===== src/rtl/fence_pkg.sv =====
package fence_pkg;
  localparam int WORD_W     = 32;
  localparam int PAGE_BITS  = 12;
  localparam int VALID_BIT  = 0;
  localparam int YFLAG_BIT  = 1;

  typedef enum logic [1:0] {
    TILE_NONE = 2'd0,
    TILE_X    = 2'd1,
    TILE_Y    = 2'd2,
    TILE_RSVD = 2'd3
  } tile_e;

  typedef enum logic [2:0] {
    ST_IDLE,
    ST_DIS,
    ST_WAIT,
    ST_HI,
    ST_LO,
    ST_CLRHI
  } seq_e;
endpackage


===== src/rtl/fence_rowdiv.sv =====
// Iterative restoring divider: yields size mod row, one dividend bit per cycle.
module fence_rowdiv #(
  parameter int SIZE_W = 32,
  parameter int ROW_W  = 21
) (
  input  logic              clk,
  input  logic              rst_n,
  input  logic              start,
  input  logic [SIZE_W-1:0] dividend,
  input  logic [ROW_W-1:0]  divisor,
  output logic              rdy,
  output logic [ROW_W-1:0]  rem
);
  localparam int CNT_W = $clog2(SIZE_W + 1);

  logic [ROW_W-1:0]  rem_q;
  logic [SIZE_W-1:0] dvd_q;
  logic [ROW_W-1:0]  div_q;
  logic [CNT_W-1:0]  cnt_q;
  logic              run_q;

  logic [ROW_W:0]    trial;
  logic [ROW_W:0]    diff;
  logic              fits;
  logic [ROW_W-1:0]  rem_n;
  logic              unused_diff_top;

  always_comb begin
    trial = {rem_q, dvd_q[SIZE_W-1]};
    diff  = trial - {1'b0, div_q};
    fits  = trial >= {1'b0, div_q};
    rem_n = fits ? diff[ROW_W-1:0] : trial[ROW_W-1:0];
  end
  assign unused_diff_top = diff[ROW_W];

  always_ff @(posedge clk or negedge rst_n) begin
    if (!rst_n) begin
      rem_q <= '0;
      dvd_q <= '0;
      div_q <= '0;
      cnt_q <= '0;
      run_q <= 1'b0;
    end else if (start) begin
      rem_q <= '0;
      dvd_q <= dividend;
      div_q <= divisor;
      cnt_q <= CNT_W'(SIZE_W);
      run_q <= 1'b1;
    end else if (run_q) begin
      rem_q <= rem_n;
      dvd_q <= dvd_q << 1;
      cnt_q <= cnt_q - 1'b1;
      if (cnt_q == CNT_W'(1)) run_q <= 1'b0;
    end
  end

  assign rdy = !run_q;
  assign rem = rem_q;
endmodule


===== src/rtl/fence_desc.sv =====
// Builds both descriptor words from the captured request and the row remainder.
module fence_desc
  import fence_pkg::*;
#(
  parameter int STRIDE_W     = 16,
  parameter int ROW_W        = 21,
  parameter int PITCH_W      = 10,
  parameter int PITCH_LO_POS = 2
) (
  input  logic [WORD_W-1:0]   start_i,
  input  logic [WORD_W-1:0]   size_i,
  input  logic [STRIDE_W-1:0] stride_i,
  input  logic                is_y_i,
  input  logic                alt_i,
  input  logic [ROW_W-1:0]    rem_i,
  output logic [WORD_W-1:0]   hi_o,
  output logic [WORD_W-1:0]   lo_o
);
  localparam logic [WORD_W-1:0] PAGE_MASK = ~((WORD_W'(1) << PAGE_BITS) - 1'b1);
  localparam logic [WORD_W-1:0] PAGE_SZ   = WORD_W'(1) << PAGE_BITS;

  logic [WORD_W-1:0]  trimmed;
  logic [WORD_W-1:0]  last_pg;
  logic [PITCH_W-1:0] pitch;

  always_comb begin
    trimmed = size_i - WORD_W'(rem_i);
    last_pg = (start_i + trimmed - PAGE_SZ) & PAGE_MASK;
    pitch   = PITCH_W'(stride_i >> 7) - PITCH_W'(1);
    hi_o    = last_pg;
    lo_o    = (start_i & PAGE_MASK);
    lo_o[VALID_BIT] = 1'b1;
    lo_o[YFLAG_BIT] = is_y_i;
    if (alt_i) hi_o = hi_o | WORD_W'(pitch);
    else       lo_o = lo_o | (WORD_W'(pitch) << PITCH_LO_POS);
  end
endmodule


===== src/rtl/fence_wrseq.sv =====
// Orders the word writes and waits for each acknowledge.
module fence_wrseq
  import fence_pkg::*;
(
  input  logic              clk,
  input  logic              rst_n,
  input  logic              go_prog,
  input  logic              go_clr,
  input  logic              div_rdy,
  input  logic [WORD_W-1:0] lo_addr,
  input  logic [WORD_W-1:0] hi_addr,
  input  logic [WORD_W-1:0] hi_word,
  input  logic [WORD_W-1:0] lo_word,
  input  logic              wr_ready,
  output logic              wr_valid,
  output logic [WORD_W-1:0] wr_addr,
  output logic [WORD_W-1:0] wr_data,
  output logic              busy,
  output logic              done
);
  seq_e state_q, state_n;
  logic clr_q;
  logic fin;

  always_comb begin
    state_n  = state_q;
    wr_valid = 1'b0;
    wr_addr  = lo_addr;
    wr_data  = '0;
    fin      = 1'b0;
    case (state_q)
      ST_IDLE: if (go_prog || go_clr) state_n = ST_DIS;
      ST_DIS: begin
        wr_valid = 1'b1;
        if (wr_ready) begin
          if (clr_q)        state_n = ST_CLRHI;
          else if (div_rdy) state_n = ST_HI;
          else              state_n = ST_WAIT;
        end
      end
      ST_WAIT: if (div_rdy) state_n = ST_HI;
      ST_HI: begin
        wr_valid = 1'b1;
        wr_addr  = hi_addr;
        wr_data  = hi_word;
        if (wr_ready) state_n = ST_LO;
      end
      ST_LO: begin
        wr_valid = 1'b1;
        wr_data  = lo_word;
        if (wr_ready) begin
          state_n = ST_IDLE;
          fin     = 1'b1;
        end
      end
      ST_CLRHI: begin
        wr_valid = 1'b1;
        wr_addr  = hi_addr;
        if (wr_ready) begin
          state_n = ST_IDLE;
          fin     = 1'b1;
        end
      end
      default: state_n = ST_IDLE;
    endcase
  end

  always_ff @(posedge clk or negedge rst_n) begin
    if (!rst_n) begin
      state_q <= ST_IDLE;
      clr_q   <= 1'b0;
      done    <= 1'b0;
    end else begin
      state_q <= state_n;
      done    <= fin;
      if (state_q == ST_IDLE && (go_prog || go_clr)) clr_q <= go_clr;
    end
  end

  assign busy = (state_q != ST_IDLE);
endmodule


===== src/rtl/fence_seq.sv =====
// Top: request intake, validation, slot addressing and sub-block wiring.
module fence_seq
  import fence_pkg::*;
#(
  parameter int               NUM_SLOTS    = 16,
  parameter logic [31:0]      BASE_ADDR    = 32'h0010_0000,
  parameter int               STRIDE_W     = 16,
  parameter int               PITCH_W      = 10,
  parameter int               PITCH_LO_POS = 2,
  parameter int               SLOT_W       = $clog2(NUM_SLOTS)
) (
  input  logic                clk,
  input  logic                rst_n,
  input  logic                req_valid,
  output logic                req_ready,
  input  logic                req_clear,
  input  logic [SLOT_W-1:0]   req_slot,
  input  logic [31:0]         req_start,
  input  logic [31:0]         req_size,
  input  logic [STRIDE_W-1:0] req_stride,
  input  logic [1:0]          req_tiling,
  input  logic                cfg_pitch_alt,
  output logic                wr_valid,
  input  logic                wr_ready,
  output logic [31:0]         wr_addr,
  output logic [31:0]         wr_data,
  output logic                busy,
  output logic                done,
  output logic                err
);
  localparam int ROW_W = STRIDE_W + 5;

  logic                accept, bad, go_prog, go_clr;
  logic                tile_ok;
  logic [ROW_W-1:0]    row_bytes;
  logic [SLOT_W-1:0]   slot_q;
  logic [WORD_W-1:0]   start_q, size_q;
  logic [STRIDE_W-1:0] stride_q;
  logic                y_q, alt_q;
  logic                div_rdy;
  logic [ROW_W-1:0]    rem;
  logic [WORD_W-1:0]   hi_word, lo_word, lo_addr, hi_addr;

  assign req_ready = !busy;
  assign accept    = req_valid && req_ready;
  assign tile_ok   = (req_tiling == TILE_X) || (req_tiling == TILE_Y);
  assign bad       = ({1'b0, req_slot} >= (SLOT_W+1)'(NUM_SLOTS)) ||
                     (!req_clear && (req_stride == '0 || !tile_ok));
  assign go_prog   = accept && !bad && !req_clear;
  assign go_clr    = accept && !bad && req_clear;

  assign row_bytes = (req_tiling == TILE_Y) ? {req_stride, 5'b0}
                                            : {2'b0, req_stride, 3'b0};

  always_ff @(posedge clk or negedge rst_n) begin
    if (!rst_n) begin
      slot_q   <= '0;
      start_q  <= '0;
      size_q   <= '0;
      stride_q <= '0;
      y_q      <= 1'b0;
      alt_q    <= 1'b0;
      err      <= 1'b0;
    end else begin
      err <= accept && bad;
      if (go_prog || go_clr) begin
        slot_q   <= req_slot;
        start_q  <= req_start;
        size_q   <= req_size;
        stride_q <= req_stride;
        y_q      <= (req_tiling == TILE_Y);
        alt_q    <= cfg_pitch_alt;
      end
    end
  end

  assign lo_addr = BASE_ADDR + (WORD_W'(slot_q) << 3);
  assign hi_addr = lo_addr + 32'd4;

  fence_rowdiv #(.SIZE_W(WORD_W), .ROW_W(ROW_W)) u_div (
    .clk      (clk),
    .rst_n    (rst_n),
    .start    (go_prog),
    .dividend (req_size),
    .divisor  (row_bytes),
    .rdy      (div_rdy),
    .rem      (rem)
  );

  fence_desc #(
    .STRIDE_W(STRIDE_W), .ROW_W(ROW_W),
    .PITCH_W(PITCH_W), .PITCH_LO_POS(PITCH_LO_POS)
  ) u_desc (
    .start_i  (start_q),
    .size_i   (size_q),
    .stride_i (stride_q),
    .is_y_i   (y_q),
    .alt_i    (alt_q),
    .rem_i    (rem),
    .hi_o     (hi_word),
    .lo_o     (lo_word)
  );

  fence_wrseq u_seq (
    .clk      (clk),
    .rst_n    (rst_n),
    .go_prog  (go_prog),
    .go_clr   (go_clr),
    .div_rdy  (div_rdy),
    .lo_addr  (lo_addr),
    .hi_addr  (hi_addr),
    .hi_word  (hi_word),
    .lo_word  (lo_word),
    .wr_ready (wr_ready),
    .wr_valid (wr_valid),
    .wr_addr  (wr_addr),
    .wr_data  (wr_data),
    .busy     (busy),
    .done     (done)
  );
endmodule


===== config.mk =====
export PLATFORM = sky130hd
export DESIGN_NAME = fence_seq
export DESIGN_NICKNAME = d
export VERILOG_FILES = /design/src/rtl/fence_pkg.sv /design/src/rtl/fence_rowdiv.sv /design/src/rtl/fence_desc.sv /design/src/rtl/fence_wrseq.sv /design/src/rtl/fence_seq.sv
export SDC_FILE = /design/constraint.sdc
export NUM_CORES = 1
export LEC_CHECK = 0
export ABC_AREA = 1
export BUFFER_PORTS_ARGS = -buffer_cell sky130_fd_sc_hd__buf_2
export CAP_MARGIN = 30
export CORE_ASPECT_RATIO = 1.1
export CORE_MARGIN = 5
export CORE_UTILIZATION = 40
export DETAILED_ROUTE_END_ITERATION = 10
export SYNTH_ARGS = -nofsm -noshare
export SYNTH_HDL_FRONTEND = slang
export SYNTH_HIERARCHICAL = 1
export SYNTH_SLANG_ARGS = --single-unit

===== constraint.sdc =====
create_clock -name clk -period 2.5 [get_ports clk]
set_input_delay 0.125 -clock clk [delete_from_list [all_inputs] [get_ports clk]]
set_output_delay 0.125 -clock clk [all_outputs]
set_load 0.02 [all_outputs]

After elaboration in Yosys (flattened, before gate mapping)
Cells that the tools add are included.
{ "classes": {"addsub": 8, "n_lt_le_gt_ge": 1, "eq_ne": 13, "muxes": 26, "bitwise": 2, "n_reduce_logical": 22} }
{ "ops": {"columns": ["op", "n"], "rows": [
  ["$mux W32", 4],
  ["$mux W21", 4],
  ["$pmux W32 S2", 1],
  ["$add A32 B32 Y32", 1],
  ["$or A32 B10 Y32", 1],
  ["$or A32 B12 Y32", 1],
  ["$sub A32 B13 Y32 const B", 1],
  ["$sub A32 B21 Y32", 1],
  ["$add A22 B3 Y23 const B", 1],
  ["$mux W23", 1],
  ["$add A21 B7 Y22 const A", 1],
  ["$ge A22 B21 Y1", 1],
  ["$sub A21 B21 Y21", 1],
  ["$mux W3", 6],
  ["$logic_not A16 Y1", 1],
  ["$pmux W3 S5", 1],
  ["$mux W6", 2],
  ["$sub A9 B1 Y10 const B", 1],
  ["$ne A2 B2 Y1 const B", 4],
  ["$logic_and A1 B1 Y1", 7],
  ["$mux W1", 7],
  ["$eq A3 B2 Y1 const B", 2],
  ["$eq A3 B3 Y1 const B", 2],
  ["$eq A6 B1 Y1 const B", 1],
  ["other kinds (13)", 19]
]} }
{ "word_totals": {"register_bits": 173, "wordCells": 87} }

Depth between registers and ports, before layout
Gate-level depths: netlist (run 1).
{ "logic_depth": {"word_depth": 11, "mapped_depth": 18} }

By module
Netlist (run 1), hierarchy kept.
{ "by_module_without_submodules": {"columns": ["mod", "instances", "cells_per_inst", "area_each_um2", "seq_area_each_um2"], "rows": [
  ["fence_rowdiv", 1, 691, 5048.6, 2026.9],
  ["fence_seq", 1, 449, 3733.6, 2177.1],
  ["fence_desc", 1, 670, 3706.1, 0.0],
  ["fence_wrseq", 1, 260, 1392.6, 125.1]
]} }

Least setup slack after synthesis (run 1)
OpenSTA, ideal clock, no wires.
{ "synth_timing": {"path_kind": "register to output", "startpoint": "reg u_div.rem_q[20] (netlist: u_div/rem[20])", "endpoint": "out wr_data[29]", "arrival_ns": 2.531, "slack_ns": -0.156, "stages_incl_launch_ff": 14, "cell_sequence": "dfrtp_1 > ha_1 > fa_1 > inv_1 > ha_1 > nand2_1 > inv_1 > a21oi_1 > nand2_1 > a21oi_1 > nand3_1 > nand2_1 > nand3_1 > nand2_1"} }
{ "synth_via": {"elab_chain_len": 6} }
{ "synth_rtl": {"columns": ["item", "line_no", "rtl"], "rows": [
  ["from (decl)", "fence_rowdiv.sv:16", "logic [ROW_W-1:0] rem_q;"],
  ["from (signal assigned)", "fence_rowdiv.sv:50", "rem_q <= rem_n;"],
  ["$sub A32 B21 Y32 (*)", "fence_desc.sv:27", "trimmed = size_i - WORD_W'(rem_i);"],
  ["$add A32 B32 Y32 (*)", "fence_desc.sv:28", "last_pg = (start_i + trimmed - PAGE_SZ) & PAGE_MASK;"],
  ["$sub A32 B13 Y32 (*)", "fence_desc.sv:28", null],
  ["$or A32 B10 Y32", "fence_desc.sv:34", "if (alt_i) hi_o = hi_o | WORD_W'(pitch);"],
  ["$mux W32 (*)", "fence_desc.sv:34", null],
  ["named net hi_word[29]", "fence_seq.sv:42", "logic [WORD_W-1:0] hi_word, lo_word, lo_addr, hi_addr;"],
  ["$pmux W32 S2 (*)", "fence_wrseq.sv:31", "case (state_q)"],
  ["to (decl)", "fence_seq.sv:26", "output logic [31:0] wr_data,"]
]} }
The timed path passes the listed nets; every way through them passes the cells marked *.

Final worst setup path (run 1)
{ "layout_timing": {"startpoint": "reg u_div.rem_q[17] (netlist: u_div/rem[17])", "endpoint": "out wr_data[24]"} }
Same word-level chain as after synthesis.

==> summary.txt, run 1 <==
Run status
  • Status: finished, violations left
  • Failing checks: setup timing

Global route
  • First-pass GRT wire length: 69.0 mm
  • Tot GR Track Use: 22.8%
  • Vias in the first global route: 13130
  • Largest net degree at the start of global routing: 81
  • Antenna violations before repair: 0
  • Congestion Overflow GR: 0

Placement
  • Placer Congestion: 0.953
  • Post-detail-place hpwl: 32.6 mm
  • Port Buf Inserts: 134
  • DP Worst Slack: -0.586 ns

Synthesis
  • Mapped Cells: 2042
  • Synthesized area per cell: 6.67 µm²
  • Post-Syn Area: 13600 µm²
  • YS warnings: 6

Clock network
  • CTS tree: yes
  • Clock slew at reported path FFs: 0.07 ns
  • Clock insertion delay at the later pin of the skew report: 0.44 ns
  • Clock Root Buffer: clkbuf_16
  • Sink Count: 166
  • H-tree Lvls: 4
  • Clk buf depth: 2
  • CTS buffer count: 17

Die
  • # rows: 70
  • I/O pin cnt: 161
  • Die width: 186 µm
  • Die area: 37800 µm²
  • Die Y: 204 µm
  • Core area: 33500 µm²
  • Starting density of the core: 40.7%

Layout
  • Share of layout cells above drive strength 1: 24.2%
  • Layout Nets: 2529
  • Ant. Diodes: 0
  • Area grow syn2layout: 32.9%
  • Final core utilization: 54.1%

Critical path
  • CP max FO: 4
  • Reg2reg start: u_div/rem[8]
  • CP Class: reg2out
  • Crit path arrival time: 3.19 ns
  • Startpoint Class: flop
  • R2R depth: 14
  • WP data required: 2.38 ns
  • Critical R2R Capture: u_div/rem[15]
  • Crit path launch: u_div/rem[17]
  • Reg2reg setup slack: 0.11 ns
  • Crit. End Element: output port

Route
  • Final routed DRC violation total: 0
  • DR pass1 iterations: 5
  • Total Wirelength: 43.0 mm
  • Via density: 4.88
  • Antenna Violating Nets Remaining: 0
  • Routed len/inst: 15.5 µm
  • Starting DRC count in detailed routing: 1028
  • Via count: 13546

Timing
  • Worst Skew: 0.00905 ns
  • Slew of the pin with the lowest slew margin: 0.657 ns
  • Slew margin rel.: 55.7%
  • Fmax: 302 MHz
  • Unrepaired setup endpoints after global routing: true
  • Setup violators final: 20
  • Slew Viols, Final: 0
  • Hold_ws: 0.0255 ns
  • Final hold vios: 0
  • Setup ws final: -0.815 ns
  • Final min period: 3.32 ns
  • Setup TNS Final: -14.58 ns
  • Final period util: 133%

Job
  • Max_cap viols: 0

Min path
  • Hold Path End: err
  • Hold path start: req_valid
  • Hold Path Class: in2reg
  • Hold depth: 3
-- critical path, cell delays in order, from the launching register on --
cell and delay, ns:
dfrtp_1 0.42, ha_4 0.26, fa_1 0.52, inv_2 0.05, ha_4 0.24, buf_4 0.15
a21oi_4 0.14, nor2_2 0.05, nor2_2 0.13, nor2_1 0.05, nor2_1 0.19, nand4_1 0.11
nand2_1 0.10, nand3_2 0.12, nand2_2 0.10, buf_6 0.11
-- flip-flops by register name, summed over array words and instances (netlist names), 3 cells and up --
name / count
size_q: 32
slot_q: 4
start_q: 32
stride_q: 9
u_div/cnt_q: 6
u_div/div_q: 21
u_div/dvd_q: 32
u_div/rem: 21
u_seq/state_q: 3
-- per-layer routing --
metal / GRT usage (%) / wire length (µm) / part of all wire [%]
met5: 0 / 0 / 0
met4: 6.53 / 1050 / 2.5
met3: 2.46 / 1710 / 4.0
met2: 39.4 / 21500 / 50
met1: 30.3 / 18700 / 44
-- area by class of cell --
cell class	instances	area, µm²
clock inverters	13	180
clock buffers	19	433
inverters	383	1440
repair buffers	312	2450
fillers	3244	15400
well taps	432	541
multi-input cells	1451	8900
flip-flops and latches	166	4160
-- cell usage in the layout, fill, tap and decap left out, types with 14 or more instances in the layout --
cell type,instances
a21oi_1,29
buf_2,113
buf_4,83
buf_6,31
clkbuf_16,17
conb_1,62
dfrtp_1,164
dlygate4sd3_1,79
fa_1,18
ha_1,45
ha_4,37
inv_1,341
inv_2,37
nand2_1,591
nand2_2,85
nand2_4,25
nand3_1,210
nand3_2,14
nand3b_1,14
nor2_1,84
nor2_2,19
nor2_4,20
o21ai_0,35
o21ai_2,29
o221ai_1,31
-- per-stage QoR --
step | cell area [µm²] | cells
floorplan | 14100 | 2100
global placement | 15400 | 2650
detailed placement | 15400 | 2650
CTS | 17600 | 2772
global route | 18100 | 2776
finish | 18100 | 2776
-- how the worst max path moves through the flow --
stage	cells after the start	slack (ns)	to
2_1_floorplan	16	-0.07	wr_data[31]
3_3_place_gp	15	-0.58	wr_data[22]
3_5_place_dp	15	-0.59	wr_data[22]
4_1_cts	16	-0.78	wr_data[27]
5_1_grt	15	-1.0	wr_data[24]
6_report	15	-0.82	wr_data[24]
-- what timing repair did --
item | in CTS | in global routing
setup buffers | 11 | 4
pin swaps | 87 | 70
hold buffers | 79 | 0
endpoints found under the hold margin | 157 | 0
setup endpoints to repair | 20 | 65
gates resized for setup | 173 | 115
Power of run 1 is not shown: default switching activity piles up to over one toggle a cycle in this logic, so the estimate is an artifact.
==> run 2: changes to the inputs <==
--- a/config.mk
+++ b/config.mk
@@ -9,9 +9,9 @@
 export BUFFER_PORTS_ARGS = -buffer_cell sky130_fd_sc_hd__buf_2
 export CAP_MARGIN = 30
 export CORE_ASPECT_RATIO = 1.1
-export CORE_MARGIN = 5
 export CORE_UTILIZATION = 40
 export DETAILED_ROUTE_END_ITERATION = 10
+export REMOVE_ABC_BUFFERS = 1
 export SYNTH_ARGS = -nofsm -noshare
 export SYNTH_HDL_FRONTEND = slang
 export SYNTH_HIERARCHICAL = 1
==> run 2 against run 1 <==
  * The run still ends with setup timing left
  * Largest cell class unchanged
  * Critical path type unchanged
  * Critical endpoint is now wr_data[27]
  * Register-to-register slack is essentially flat
  * Setup slack lost 0.0020 ns
  * Cell count grew 0.58%
==> summary.txt, run 2 (same netlist as run 1, synthesis figures left out) <==
Route
  • Starting DRC count in detailed routing: 765 (-26%)
  • Via density: 4.76 (-2.4%)
  • Final routed DRC violation total: 0 (unchanged)
  • Via count: 13293 (-1.9%)
  • Total Wirelength: 39.6 mm (-7.8%)
  • Routed len/inst: 14.2 µm (-8.3%)
  • Antenna Violating Nets Remaining: 0 (unchanged)
  • DR pass1 iterations: 5 (unchanged)

Die
  • Die Y: 196 µm (-3.9%)
  • Core area: 33400 µm² (-0.26%)
  • Die area: 34800 µm² (-8.1%)
  • I/O pin cnt: 161 (unchanged)
  • Die width: 178 µm (-4.3%)
  • # rows: 70 (unchanged)
  • Starting density of the core: 40.8% (+0.11 points)

Critical path
  • Crit. End Element: output port
  • WP data required: 2.38 ns (about the same)
  • Startpoint Class: flop
  • CP Class: reg2out
  • CP max FO: 3 (-1)
  • Crit path arrival time: 3.19 ns (about the same)

Timing
  • Final hold vios: 0 (unchanged)
  • Final min period: 3.32 ns (+0.00200 ns)
  • Fmax: 301 MHz (about the same)
  • Unrepaired setup endpoints after global routing: true
  • Setup ws final: -0.817 ns (-0.00200 ns)
  • Slew Viols, Final: 0 (unchanged)
  • Slew margin rel.: 56.1% (+0.36 points)
  • Slew of the pin with the lowest slew margin: 0.652 ns (-0.00528 ns)
  • Final period util: 133% (about the same)
  • Setup violators final: 20 (unchanged)
  • Worst Skew: 0.0130 ns (+0.00400 ns)

Global route
  • Vias in the first global route: 12847 (-2.2%)
  • Tot GR Track Use: 23.3% (+0.46 points)
  • Largest net degree at the start of global routing: 81 (unchanged)
  • Congestion Overflow GR: 0 (unchanged)
  • First-pass GRT wire length: 64.2 mm (-6.9%)
  • Antenna violations before repair: 0 (unchanged)

Placement
  • DP Worst Slack: -0.566 ns (+0.0198 ns)
  • Placer Congestion: 0.882 (-7.5%)
  • Port Buf Inserts: 134 (unchanged)
  • # placed instances: 2664 (+0.53%)
  • Post-detail-place hpwl: 29.3 mm (-10%)

Layout
  • Layout Nets: 2545 (+0.63%)
  • Ant. Diodes: 0 (unchanged)
  • Finished Layout Cells: 2792 (+0.58%)
  • Share of layout cells above drive strength 1: 23.1% (-1.2 points)
  • Most frequent cells in the layout: 603 x nand2_1, 346 x inv_1, 217 x nand3_1, 166 x dfrtp_1, 113 x buf_2
  • Fill cells: 3298 (+1.7%)
  • Area grow syn2layout: 31.7%
  • Largest registers: size_q x32, start_q x32, u_div/dvd_q x32
  • Final core utilization: 53.7% (-0.35 points)
  • Most common cell after layout, fill and taps aside: nand2_1

Clock network
  • Clock insertion delay at the later pin of the skew report: 0.46 ns (+0.02 ns)
  • Sink Count: 166 (unchanged)
  • CTS buffer count: 17 (unchanged)
  • H-tree Lvls: 4 (unchanged)
  • Clock slew at reported path FFs: 0.08 ns (about the same)
  • Clock Root Buffer: clkbuf_16
  • Clk buf depth: 2 (unchanged)
  • CTS tree: yes

Min path
  • Hold Path Class: in2reg

Run status
  • Failing checks: setup timing
  • Status: finished, violations left

Job
  • Max_cap viols: 0 (unchanged)
-- run 2: cell count changes in the layout (fill, tap and decap cells not counted), moves of 5 or more --
cell / change
buf_4: +21
nand2_1: +12
nand2_2: -8
nand3_1: +7
buf_6: -6
clkinv_8: +6
ha_1: +5
inv_1: +5
inv_2: -5
nand3_2: -5
nor2_4: -5
-- run 2: layout make-up --
| class | instances | area [µm²] | area share (%) |
|---|---|---|---|
| multi-input combinational | 1451 | 8660 | 48.3 |
| sequential | 166 | 4150 | 23.2 |
| timing repair buffer | 328 | 2540 | 14.2 |
| inverter | 383 | 1440 | 8.02 |
| tap | 432 | 541 | 3.01 |
| clock buffer | 17 | 425 | 2.37 |
| clock inverter | 15 | 183 | 1.02 |
-- run 2: timing repair --
item,CTS,global route
endpoints found under the hold margin,170,0
gates resized for setup,197,80
setup buffers,5,10
hold buffers,81,0
endpoints found under the setup margin,20,21
cloned,0,0
pin swaps,79,80
-- run 2: worst max-delay path: stages, from the launching register on --
cell,delay (ns)
dfrtp_1,0.37
inv_2,0.06
fa_1,0.58
ha_4,0.22
ha_4,0.29
nand2_2,0.06
inv_2,0.05
nand2_2,0.06
nor3_2,0.21
buf_4,0.16
nand2_2,0.04
nand3_2,0.08
nand2_4,0.07
nand2_1,0.06
nand2_1,0.04
nand2_1,0.06
nand3_1,0.08
nand2_1,0.12
buf_6,0.12
-- run 2: routing by layer --
| metal | track usage [%] | up-vias | wire [µm] |
|---|---|---|---|
| met5 | 0 | - | 0 |
| met2 | 39.7 | 246 | 19000 |
| met4 | 6.93 | 0 | 815 |
| met1 | 30.5 | 6166 | 18300 |
| met3 | 2.92 | 43 | 1500 |
| li1 | - | 6838 | - |
-- run 2: worst paths after layout --
path	from	end	slack (ns)	cells after the start
worst max-delay path	u_div/rem[7]	wr_data[27]	-0.82	18
worst min-delay path	req_stride[6]	u_div/div_q[11]	0.03	5
worst max register to register	u_div/rem[11]	u_div/rem[6]	0.12	14
worst min register to register	size_q[26]	size_q[26]	0.48	2
max in group asynchronous	rst_n	stride_q[10]	1.53	3
min in group asynchronous	rst_n	u_div/dvd_q[3]	0.22	2
-- run 2: through the flow --
step | setup TNS [ns] | hold slack, ns | area, µm²
floorplan | -432.50 | -0.171 | 13300
global placement | -9.25 | 0.150 | 15300
detailed placement | -9.75 | 0.151 | 15300
CTS | -15.03 | 0.0146 | 17600
global route | -18.00 | 0.0528 | 17900
finish | -14.84 | 0.0315 | 17900
Power of run 2 is left out for the same reason.
==> run 3: changes to the inputs <==
--- a/config.mk
+++ b/config.mk
@@ -11,6 +11,7 @@
 export CORE_ASPECT_RATIO = 1.1
 export CORE_UTILIZATION = 40
 export DETAILED_ROUTE_END_ITERATION = 10
+export PLACE_DENSITY = 0.63
 export REMOVE_ABC_BUFFERS = 1
 export SYNTH_ARGS = -nofsm -noshare
 export SYNTH_HDL_FRONTEND = slang
==> run 3 against run 2 <==
  * The run still ends with setup timing left
  * Fmax up 0.95%
  * Die area unchanged
  * Sequential share of layout area up 0.22 points
  * Critical endpoint is now wr_data[15]
  * Largest cell class unchanged
==> summary.txt, run 3 (same netlist as run 1, synthesis figures left out) <==
Run status
  • Status: finished, violations left
  • Failing checks: setup timing

Critical path
  • Startpoint Class: flop
  • CP max FO: 4 (+1)
  • Critical path's slowest cell: fa_2
  • CP cell instances: fa_2 -> fa_2 -> ha_4 -> nand2_1 -> nand2_2 -> nand2_1 -> nand2_2 -> a21oi_2 -> nand2_4 -> xor2_1 -> nand3_1 -> nand2_2 -> buf_6
  • Reg2reg start: u_div/rem[9]
  • CP Class: reg2out
  • Crit. End Element: output port
  • Critical R2R Capture: u_div/rem[7]
  • R2R depth: 15 (+1)
  • Crit path arrival time: 3.16 ns (-0.03 ns)
  • Crit path largest cell delay: 0.56 ns (-0.02 ns)
  • WP data required: 2.38 ns (about the same)
  • Crit path top cell by count: nand2_2
  • Crit path launch: start_q[11]
  • Reg2reg setup slack: 0.14 ns (+0.02 ns)

Clock network
  • CTS tree: yes
  • Clk buf depth: 2 (unchanged)
  • Clock Root Buffer: clkbuf_16
  • Clock slew at reported path FFs: 0.08 ns (about the same)
  • H-tree Lvls: 4 (unchanged)
  • Sink Count: 166 (unchanged)
  • Clock insertion delay at the later pin of the skew report: 0.44 ns (-0.02 ns)
  • CTS buffer count: 17 (unchanged)

Min path
  • Hold Path Class: in2reg
  • Hold depth: 3 (-2)
  • Hold Path End: start_q[16]
  • Hold path start: req_start[16]

Die
  • # rows: 70 (unchanged)
  • Die Y: 196 µm (unchanged)
  • Core area: 33400 µm² (unchanged)
  • Die area: 34800 µm² (unchanged)
  • I/O pin cnt: 161 (unchanged)
  • Starting density of the core: 40.8% (unchanged)
  • Die width: 178 µm (unchanged)

Timing
  • Slew Viols, Final: 0 (unchanged)
  • Setup violators final: 20 (unchanged)
  • Fmax: 304 MHz (+0.95%)
  • Setup ws final: -0.786 ns (+0.0312 ns)
  • Slew of the pin with the lowest slew margin: 0.710 ns (+0.0581 ns)
  • Final hold vios: 0 (unchanged)
  • Unrepaired setup endpoints after global routing: true
  • Final min period: 3.29 ns (-0.0312 ns)
  • Worst Skew: 0.0140 ns (+0.000993 ns)
  • Hold_ws: 0.0327 ns (+0.00125 ns)
  • Final period util: 131% (-1.2 points)
  • Slew margin rel.: 52.2% (-3.9 points)

Placement
  • Post-detail-place hpwl: 28.7 mm (-2.1%)
  • Port Buf Inserts: 134 (unchanged)
  • Area of placed instances: 15200 µm² (-0.39%)
  • Placer Congestion: 0.918 (+4.1%)

Layout
  • Area grow syn2layout: 30.5%
  • Fill cells: 3285 (-0.39%)
  • Largest registers: size_q x32, start_q x32, u_div/dvd_q x32
  • Share of layout cells above drive strength 1: 21.5% (-1.5 points)
  • Most common cell after layout, fill and taps aside: nand2_1
  • Final instance area: 17800 µm² (-0.93%)
  • Layout Nets: 2532 (-0.51%)
  • Most frequent cells in the layout: 626 x nand2_1, 350 x inv_1, 221 x nand3_1, 166 x dfrtp_1, 113 x buf_2

Route
  • DR pass1 iterations: 5 (unchanged)
  • Antenna Violating Nets Remaining: 0 (unchanged)
  • Via density: 4.79 (+0.51%)
  • Routed len/inst: 14.1 µm (-0.94%)
  • Final routed DRC violation total: 0 (unchanged)
  • Total Wirelength: 39.1 mm (-1.4%)
  • Starting DRC count in detailed routing: 740 (-3.3%)
  • Via count: 13303 (+0.075%)

Global route
  • First-pass GRT wire length: 63.3 mm (-1.5%)
  • Antenna violations before repair: 1 (+1)
  • Tot GR Track Use: 22.8% (-0.47 points)
  • Congestion Overflow GR: 0 (unchanged)
  • Largest net degree at the start of global routing: 82 (+1.2%)
  • Vias in the first global route: 12774 (-0.57%)

Job
  • Max_cap viols: 0 (unchanged)
==> run 3: worst max-delay path: cells and delay by family (launching register included) <==
kind                       cells  cell delay, ns
adders and majority gates      3            1.18
and+or+nand+nor                7            0.66
DFF                            1            0.41
xor gates and xnor gates       1            0.17
AOI/OAI and AO/OA              1            0.16
buffers and inverters          1            0.13
==> run 3: repair_timing <==
action	in CTS	in global routing
hold buffers	78	0
pin swaps	67	48
hold endpoints to repair	153	0
setup endpoints to repair	20	31
resized for setup	170	70
gates cloned	0	1
buffers inserted	7	5
==> run 3: worst max-delay path by stage <==
stage / to / slack, ns / depth (start not counted)
6_report: wr_data[15] / -0.79 / 13
5_1_grt: wr_data[31] / -1.0 / 18
4_1_cts: wr_data[19] / -0.82 / 13
3_5_place_dp: wr_data[19] / -0.53 / 15
3_3_place_gp: wr_data[19] / -0.53 / 13
2_1_floorplan: u_div/dvd_q[10] / -3.79 / 8
==> run 3: routing by layer <==
layer | up-vias | track usage, % | share of wire (%) | wire length (µm)
met2 | 322 | 39.2 | 48 | 18800
met4 | 0 | 6.20 | 1.7 | 674
met1 | 6108 | 29.9 | 46 | 17900
li1 | 6834 | - | - | -
met3 | 39 | 2.82 | 4.4 | 1710
met5 | - | 0 | 0 | 0
==> run 3: layout make-up <==
type / instances / area [µm²] / share of cell area (%)
sequential: 166 / 4150 / 23.4
antenna: 1 / 2.50 / 0.0141
clock buffer: 17 / 425 / 2.39
clock inverter: 15 / 196 / 1.11
timing repair buffer: 315 / 2440 / 13.8
inverter: 383 / 1440 / 8.09
multi-input combinational: 1451 / 8570 / 48.2
tap: 432 / 541 / 3.04
==> run 3: per-stage QoR <==
| step | util [%] | setup WS [ns] | TNS, ns | instances |
|---|---|---|---|---|
| final | 53.2 | -0.786 | -14.35 | 2780 |
| after global routing | 53.2 | -0.996 | -17.81 | 2780 |
| after CTS | 52.3 | -0.820 | -14.87 | 2773 |
| after detailed placement | 45.6 | -0.533 | -8.95 | 2656 |
| after global placement | 45.6 | -0.528 | -8.62 | 2656 |
| after floorplan | - | -3.79 | -432.50 | 2000 |
Power of run 3 is left out for the same reason.
